[src/rtl/fesc_pkg.sv]
package fesc_pkg;
  typedef enum logic [2:0] {
    ST_NORMAL,
    ST_FAULT,
    ST_DOUBLE,
    ST_SHUT,
    ST_NMI
  } fesc_state_e;
endpackage

[src/rtl/fesc_state.sv]
module fesc_state
  import fesc_pkg::*;
(
  input  logic        clk,
  input  logic        rst_i,
  input  logic        fault_i,
  input  logic        insn_done_i,
  input  logic        entry_done_i,
  input  logic        nmi_i,
  input  logic        nmi_err_i,
  output fesc_state_e state_q,
  output fesc_state_e state_d
);
  logic lock_q, lock_d;

  always_comb begin
    state_d = state_q;
    lock_d  = lock_q;
    unique case (state_q)
      ST_NORMAL: if (fault_i) state_d = ST_FAULT;
      ST_FAULT: begin
        if (fault_i) state_d = ST_DOUBLE;
        else if (insn_done_i || entry_done_i) state_d = ST_NORMAL;
      end
      ST_DOUBLE: begin
        if (fault_i) state_d = ST_SHUT;
        else if (insn_done_i || entry_done_i) state_d = ST_NORMAL;
      end
      ST_SHUT: if (nmi_i && !lock_q) state_d = ST_NMI;
      ST_NMI: begin
        if (fault_i || nmi_err_i) begin
          state_d = ST_SHUT;
          lock_d  = 1'b1;
        end else if (entry_done_i) begin
          state_d = ST_NORMAL;
        end
      end
      default: state_d = ST_NORMAL;
    endcase
  end

  always_ff @(posedge clk) begin
    if (rst_i) begin
      state_q <= ST_NORMAL;
      lock_q  <= 1'b0;
    end else begin
      state_q <= state_d;
      lock_q  <= lock_d;
    end
  end


  double_to_shut_chk: assert property (@(posedge clk) disable iff (rst_i)
    (state_q == ST_DOUBLE && fault_i) |=> (state_q == ST_SHUT));


  shut_hold_chk: assert property (@(posedge clk) disable iff (rst_i)
    (state_q == ST_SHUT && !nmi_i) |=> (state_q == ST_SHUT));


  shut_lock_chk: assert property (@(posedge clk) disable iff (rst_i)
    (state_q == ST_SHUT && lock_q) |=> (state_q == ST_SHUT));
endmodule

[src/rtl/fesc_vector.sv]
module fesc_vector
  import fesc_pkg::*;
#(
  parameter int unsigned     VEC_W   = 8,
  parameter logic [VEC_W-1:0] DF_VEC  = 8,
  parameter logic [VEC_W-1:0] NMI_VEC = 2
) (
  input  logic             clk,
  input  logic             rst_i,
  input  fesc_state_e      state_q,
  input  fesc_state_e      state_d,
  input  logic [VEC_W-1:0] fault_vec_i,
  output logic [VEC_W-1:0] vec_o,
  output logic             err_zero_o,
  output logic             vec_valid_o
);
  logic [VEC_W-1:0] vec_q;
  logic             ez_q;

  always_ff @(posedge clk) begin
    if (rst_i) begin
      vec_q <= '0;
      ez_q  <= 1'b0;
    end else if (state_d != state_q) begin
      unique case (state_d)
        ST_FAULT: begin
          vec_q <= fault_vec_i;
          ez_q  <= 1'b0;
        end
        ST_DOUBLE: begin
          vec_q <= DF_VEC;
          ez_q  <= 1'b1;
        end
        ST_NMI: begin
          vec_q <= NMI_VEC;
          ez_q  <= 1'b0;
        end
        default: ez_q <= 1'b0;
      endcase
    end
  end

  assign vec_o       = vec_q;
  assign err_zero_o  = ez_q;
  assign vec_valid_o = (state_q == ST_FAULT) || (state_q == ST_DOUBLE) || (state_q == ST_NMI);


  err_zero_vec_chk: assert property (@(posedge clk) disable iff (rst_i)
    err_zero_o |-> (vec_o == DF_VEC && state_q == ST_DOUBLE));
endmodule

[src/rtl/fesc_halt.sv]
module fesc_halt
  import fesc_pkg::*;
(
  input  logic        clk,
  input  logic        rst_i,
  input  fesc_state_e state_q,
  input  fesc_state_e state_d,
  output logic        halt_o
);
  logic halt_q;

  always_ff @(posedge clk) begin
    if (rst_i) halt_q <= 1'b0;
    else       halt_q <= (state_d == ST_SHUT) && (state_q != ST_SHUT);
  end

  assign halt_o = halt_q;


  halt_one_shot_chk: assert property (@(posedge clk) disable iff (rst_i)
    halt_q |=> !halt_q);
endmodule

[src/rtl/fault_escalation_ctrl.sv]
module fault_escalation_ctrl
  import fesc_pkg::*;
#(
  parameter int unsigned      VEC_W   = 8,
  parameter logic [VEC_W-1:0] DF_VEC  = 8,
  parameter logic [VEC_W-1:0] NMI_VEC = 2
) (
  input  logic             clk,
  input  logic             rst_i,
  input  logic             fault_i,
  input  logic [VEC_W-1:0] fault_vec_i,
  input  logic             insn_done_i,
  input  logic             entry_done_i,
  input  logic             nmi_i,
  input  logic             nmi_err_i,
  input  logic             pm_enter_i,
  output logic [VEC_W-1:0] vec_o,
  output logic             vec_valid_o,
  output logic             err_zero_o,
  output logic             shutdown_o,
  output logic             halt_req_o,
  output logic             pm_o
);
  fesc_state_e state_q, state_d;
  logic        pm_q;

  fesc_state state_i (
    .clk          (clk),
    .rst_i        (rst_i),
    .fault_i      (fault_i),
    .insn_done_i  (insn_done_i),
    .entry_done_i (entry_done_i),
    .nmi_i        (nmi_i),
    .nmi_err_i    (nmi_err_i),
    .state_q      (state_q),
    .state_d      (state_d)
  );

  fesc_vector #(
    .VEC_W   (VEC_W),
    .DF_VEC  (DF_VEC),
    .NMI_VEC (NMI_VEC)
  ) vector_i (
    .clk         (clk),
    .rst_i       (rst_i),
    .state_q     (state_q),
    .state_d     (state_d),
    .fault_vec_i (fault_vec_i),
    .vec_o       (vec_o),
    .err_zero_o  (err_zero_o),
    .vec_valid_o (vec_valid_o)
  );

  fesc_halt halt_i (
    .clk     (clk),
    .rst_i   (rst_i),
    .state_q (state_q),
    .state_d (state_d),
    .halt_o  (halt_req_o)
  );

  always_ff @(posedge clk) begin
    if (rst_i)           pm_q <= 1'b0;
    else if (pm_enter_i) pm_q <= 1'b1;
  end

  assign pm_o       = pm_q;
  assign shutdown_o = (state_q == ST_SHUT);


  halt_in_shut_chk: assert property (@(posedge clk) disable iff (rst_i)
    halt_req_o |-> shutdown_o);


  pm_keep_chk: assert property (@(posedge clk) disable iff (rst_i)
    pm_o |=> pm_o);


  first_fault_vec_chk: assert property (@(posedge clk) disable iff (rst_i)
    (!shutdown_o && !vec_valid_o && fault_i) |=> (vec_valid_o && vec_o == $past(fault_vec_i)));
endmodule

[config.mk]
export PLATFORM = sky130hd
export DESIGN_NAME = fault_escalation_ctrl
export DESIGN_NICKNAME = d
export VERILOG_FILES = /design/src/rtl/fesc_pkg.sv /design/src/rtl/fesc_state.sv /design/src/rtl/fesc_vector.sv /design/src/rtl/fesc_halt.sv /design/src/rtl/fault_escalation_ctrl.sv
export SDC_FILE = /design/constraint.sdc
export NUM_CORES = 1
export LEC_CHECK = 0
export BUFFER_PORTS_ARGS = -buffer_cell sky130_fd_sc_hd__buf_2
export CORE_MARGIN = 5
export CORE_UTILIZATION = 49
export CTS_CLUSTER_SIZE = 40
export DETAILED_ROUTE_END_ITERATION = 10
export MAX_ROUTING_LAYER = met4
export PLACE_DENSITY = 0.85
export SLEW_MARGIN = 20
export SYNTH_ARGS = -nofsm -noshare
export SYNTH_HDL_FRONTEND = slang
export SYNTH_SLANG_ARGS = --single-unit
[constraint.sdc]
create_clock -name clk -period 4.3 [get_ports clk]
set_input_delay 0.43 -clock clk [delete_from_list [all_inputs] [get_ports clk]]
set_output_delay 0.43 -clock clk [all_outputs]
set_load 0.02 [all_outputs]
Yosys cells after proc, flatten, opt, wreduce, memory -nomap -nowiden:

Index checks and enable logic that the tools add are counted.

* output and inout bits: 13
* logic and storage cells: 37
* register bits: 15
* input bits: 16

* reduce and logical (&&, ||, !) cells: 11
* eq/ne operators: 10
* muxes and demuxes: 10

Operators by type and width (number)
* case mux 8 bit (3 select lines): 1
* 2-to-1 mux 3 bit: 7
* case mux 3 bit (5 select lines): 1
* == test 3 x 2 -> 1 bit, second input constant: 4
* == test 3 x 1 -> 1 bit, second input constant: 2
* == test 3 bit, second input constant: 2
* logical OR 1 bit: 4
* AND reduction 2 bit: 2
* zero test 3 bit: 1
* != test 3 x 2 -> 1 bit, second input constant: 1
* != test 3 bit: 1
* nonzero test 3 bit: 1
* logical AND 1 bit: 2
* zero test 1 bit: 1
* 2-to-1 mux 1 bit: 1

Logic depth before layout (Yosys ltp):

* depth in word-level cells: 7
* depth in mapped cells: 6
* gate-level depth less buffers: 5

Cells and area by module:

Synthesis repeated with hierarchy kept, for this count alone.

* cell total of the unflattened synthesis: 94
* area total of the unflattened synthesis: 875.8 um^2

By module, submodules not included
* fesc_vector: area an instance 559.3 um^2, seq. area each 180.2 um^2, cells each 60, times used 1
* fesc_state: area an instance 232.7 um^2, seq. area each 80.1 um^2, cells each 27, times used 1
* fesc_halt: area an instance 45.0 um^2, seq. area each 20.0 um^2, cells each 4, times used 1
* fault_escalation_ctrl: area an instance 38.8 um^2, seq. area each 20.0 um^2, cells each 3, times used 1

Least setup slack after synthesis:

Ideal clock, no wire load.

* path kind: input-to-reg
* from: input fault_i
* to: register vector_i.ez_q (netlist: vector_i.err_zero_o)
* library setup time: 0.120 ns
* path buffers: 1
* cell stages on the path: 6
* path slack: 2.680 ns
* arrival time: 1.500 ns
* data required time: 4.180 ns
* path through: buf_4 -> nor2_1 -> o22ai_2 -> a211o_1 -> and3_1 -> a211o_1

* longest elaborated chain between the ends: 5
* elaborated cells between the ends (all ways): 9
* classes of those cells: eq/ne (2); mux (6); reduce/logical (1)

Ends and longest elaborated chain
* start: declaration: RTL line fault_escalation_ctrl.sv:10 `input logic fault_i,`
* logical OR 1 bit: RTL line fesc_state.sv:31 `if (fault_i || nmi_err_i) begin`
* 2-to-1 mux 3 bit: RTL line fesc_state.sv:31
* case mux 3 bit (5 select lines) *: RTL line fesc_state.sv:19 `unique case (state_q)`
* == test 3 x 2 -> 1 bit: RTL line fesc_vector.sv:25 `unique case (state_d)`
* 2-to-1 mux 1 bit: RTL line fesc_vector.sv:25
* end signal: assignment: RTL line fesc_vector.sv:23 `ez_q <= 1'b0;`
* end signal: assignment: RTL line fesc_vector.sv:28 `ez_q <= 1'b0;`
* end signal: assignment: RTL line fesc_vector.sv:32 `ez_q <= 1'b1;`
* end: declaration: RTL line fesc_vector.sv:18 `logic ez_q;`

Every way passes the cells marked *; elsewhere a longest branch is shown, timed or not.
A chain may end at the register's enable or synchronous reset.

Worst setup path in the final report:

* from: register state_i.state_q[0]
* to: output vec_valid_o

* longest elaborated chain between the ends: 3
* elaborated cells between the ends (all ways): 5
* classes of those cells: eq/ne (3); reduce/logical (2)

Ends and longest elaborated chain
* start: declaration: RTL line fesc_state.sv:11 `output fesc_state_e state_q,`
* start signal: assignment: RTL line fesc_state.sv:47 `state_q <= state_d;`
* == test 3 x 1 -> 1 bit / == test 3 x 2 -> 1 bit (equally long branches): RTL line fesc_vector.sv:45 `assign vec_valid_o = (state_q == ST_FAULT) || (state_q == ST_DOUBLE) || (state_q == ST_NMI);`
* logical OR 1 bit: RTL line fesc_vector.sv:45
* logical OR 1 bit *: RTL line fesc_vector.sv:45
* end: declaration: RTL line fault_escalation_ctrl.sv:18 `output logic vec_valid_o,`

Marked as above.

==> flow_summary.yaml <==
drt:
  route.detailed.drc: 0
  firstDrtPassIters: 4
  dr.first_iter.drc_count: 23
  post_drt_wl_per_cell_um: 14.2
  viasPerCell: 5.61
  ant_nets: 0
  wirelength_mm: 1.74
  num_vias: 690
clocking:
  tritoncts: "done"
  post-cts-setup-buffer-count: 0
  htree_levels: 1
  path_clk_slew_ns: 0.08
  clock_latency_ns: 0.28
  cts_buffers: 3
  cts_buffer_depth: 2
  ctsResizeCount: 0
  cts_sinks: 15
  holdBufCountCts: 0
  clock_tree.root_cell: "clkbuf_4"
worst_setup_path:
  arrival_ns: 1.36
  reg2reg_slack_ns: 2.54
  r2r_start: "state_i.state_q[0]"
  worstReg2RegEnd: "vector_i.err_zero_o"
  cp_cell_sequence: "inv_1 > nand3_1 > o21ai_0 > buf_2"
  cp-start-kind: "flip-flop"
  end_kind: "output port"
  ff2ff_path_depth: 5
  max_stage_delay_ns: 0.56
  crit_path_top_delay_cell: "dfxtp_1"
  critical_path_class: "flip-flop to output port"
  cp.required_ns: 3.87
  path_max_fanout: 12
  crit_path_end: "vec_valid_o"
  critPathLaunch: "state_i.state_q[0]"
timing:
  relSlewSlack_pct: 52.8
  skew_ns: 0.0101
  report.final.hold_viol_count: 0
  finalMaxSlewViolations: 0
  fmaxAchievable_mhz: 558
  final.period_utilization_pct: 41.7
  setup_violations: 0
  rsz0062_at_grt: "false"
  fin_crit_ns: 1.79
  fin_setup_tns_ns: 0
  worst_slew_pin_slew_ns: 0.703
place:
  dpl-instance-area_um2: 845
  dp_cells: 119
  dp_hpwl_mm: 1.37
  io_buffers: 28
  routabilityCongestion: 0.833
yosys:
  syn_area_per_cell_um2: 8.88
  yosysWarnings: 0
  syn_area_um2: 719
  synth_flop_cell: "dfxtp_1"
  yosys.area.top_type: "dfxtp_1"
  async_flop_share_pct: 0
  netlist.area_leader.share_pct: 41.7
  syn_nets: 97
  yosysUniqueCellTypes: 34
  ys_ff_latch: 15
  synth_seq_area_share_pct: 41.7
  netlist_top_cells_count: "15 x dfxtp_1, 15 x nor2_1, 6 x a22o_1, 6 x inv_1"
  syn_inst: 81
  ys_top_cells_by_area: "dfxtp_1 42%, nor2_1 7.8%, a22o_1 7.3%, inv_1 3.1%, a211o_1 2.4%"
  synth_edf_count: 0
final_layout:
  n_antenna_cell: 0
  final_cells: 123
  seqCellArea_um2: 300
  final_util_pct: 64.5
  drive_above_1_share_pct: 34.3
  final_nets: 125
  num-fill-cells: 124
  fin_area_um2: 871
  multiInputGateArea_um2: 363
  synthToLayoutAreaGrowth_pct: 21.0
global_route:
  track_usage_pct: 15.1
  grt_max_degree: 13
  grt_pass1_vias: 678
  grt_pass1_wl_mm: 2.86
  grt_antenna_before_repair: 0
  overflow: 0
run_status:
  status: "finished clean"
run:
  max-cap-violations: 0
hold_path:
  min_path_type: "input port to flip-flop"
pwr:
  p_total_uw: 283
  pwr_density_cell_mw_per_mm2: 325
  power.leakage_uw: 0.000411
  irDropWorstVdd_mv: 0.228
floorplanning:
  ios: 29
  die_h_um: 48.3
  dieWidth_um: 48.3
  std_cell_rows: 13
  start_util_pct: 53.3
  core_area_mm2: 0.00135
  dieArea_mm2: 0.00233
[worst max-delay path: cells and delay by family, from the launching register on]
| kind | cells | cell delay [ns] |
|---|---|---|
| compound gates | 1 | 0.07 |
| flops | 1 | 0.56 |
| simple gates | 1 | 0.11 |
| buf+inv | 2 | 0.34 |
[worst min path at each step]
stage | endpoint | startpoint | cells after the start
after floorplan | state_i.lock_q | state_i.lock_q | 2
after global routing | vector_i.vec_o[2] | fault_vec_i[2] | 2
after CTS | vector_i.vec_o[4] | fault_vec_i[4] | 2
final | vector_i.vec_o[0] | fault_vec_i[0] | 2
after detailed placement | vector_i.vec_o[2] | vector_i.vec_o[2] | 1
after global placement | pm_o | pm_o | 2
[stage by stage]
| step | hold WS, ns | worst slack [ns] |
|---|---|---|
| after global routing | 0.360 | 2.42 |
| final | 0.362 | 2.51 |
| after global placement | 0.445 | 2.59 |
| after floorplan | 0.433 | 2.68 |
| after detailed placement | 0.454 | 2.57 |
| after CTS | 0.353 | 2.52 |
[cell families after synthesis]
logic type      Yosys count  synth area share, %
compound gates           21                 24.3
xor+xnor                  1                 1.22
buf+inv                  11                 7.83
flops                    15                 41.7
mux                       1                 1.39
simple gates             32                 23.5
[flip-flops by register name (all words and copies together), names as in the netlist]
name,cells
vector_i.vec_o,8
state_i.state_q,3
halt_i.halt_o,1
pm_o,1
state_i.lock_q,1
vector_i.err_zero_o,1
[cells in the final DEF, fill, tap and decap left out, types with 2 or more instances in the layout]
master     n
clkbuf_4   3
dfxtp_1   15
nand3_1    3
inv_1      6
nand2_1    2
a211o_1    2
a22o_1     6
a21oi_1    2
nor3_1     2
nor2b_1    2
buf_2     28
nor2_1    15
[power by group]
part	internal [uW]	leakage (uW)	switching [uW]
combinational	22.0	0.000273	31.5
sequential	147	0.000123	6.66
clock	36.0	0.0000150	39.9
total	205	0.000411	78.1
[final cells by class]
| class | instances | area share [%] |
|---|---|---|
| clock buffer | 4 | 3.02 |
| inverter | 6 | 2.59 |
| multi-input combinational | 55 | 41.7 |
| sequential | 15 | 34.5 |
| tap | 15 | 2.16 |
| timing repair buffer | 28 | 16.1 |
[routing by layer]
layer | track usage [%] | up-vias | part of all wire, %
met4 | 2.76 | 0 | 0
met1 | 16.9 | 324 | 43
li1 | - | 341 | -
met2 | 25.0 | 25 | 51
met3 | 6.42 | 0 | 6.1
met5 | - | - | 0
No activity file was read; power rests on OpenSTA's default activity.
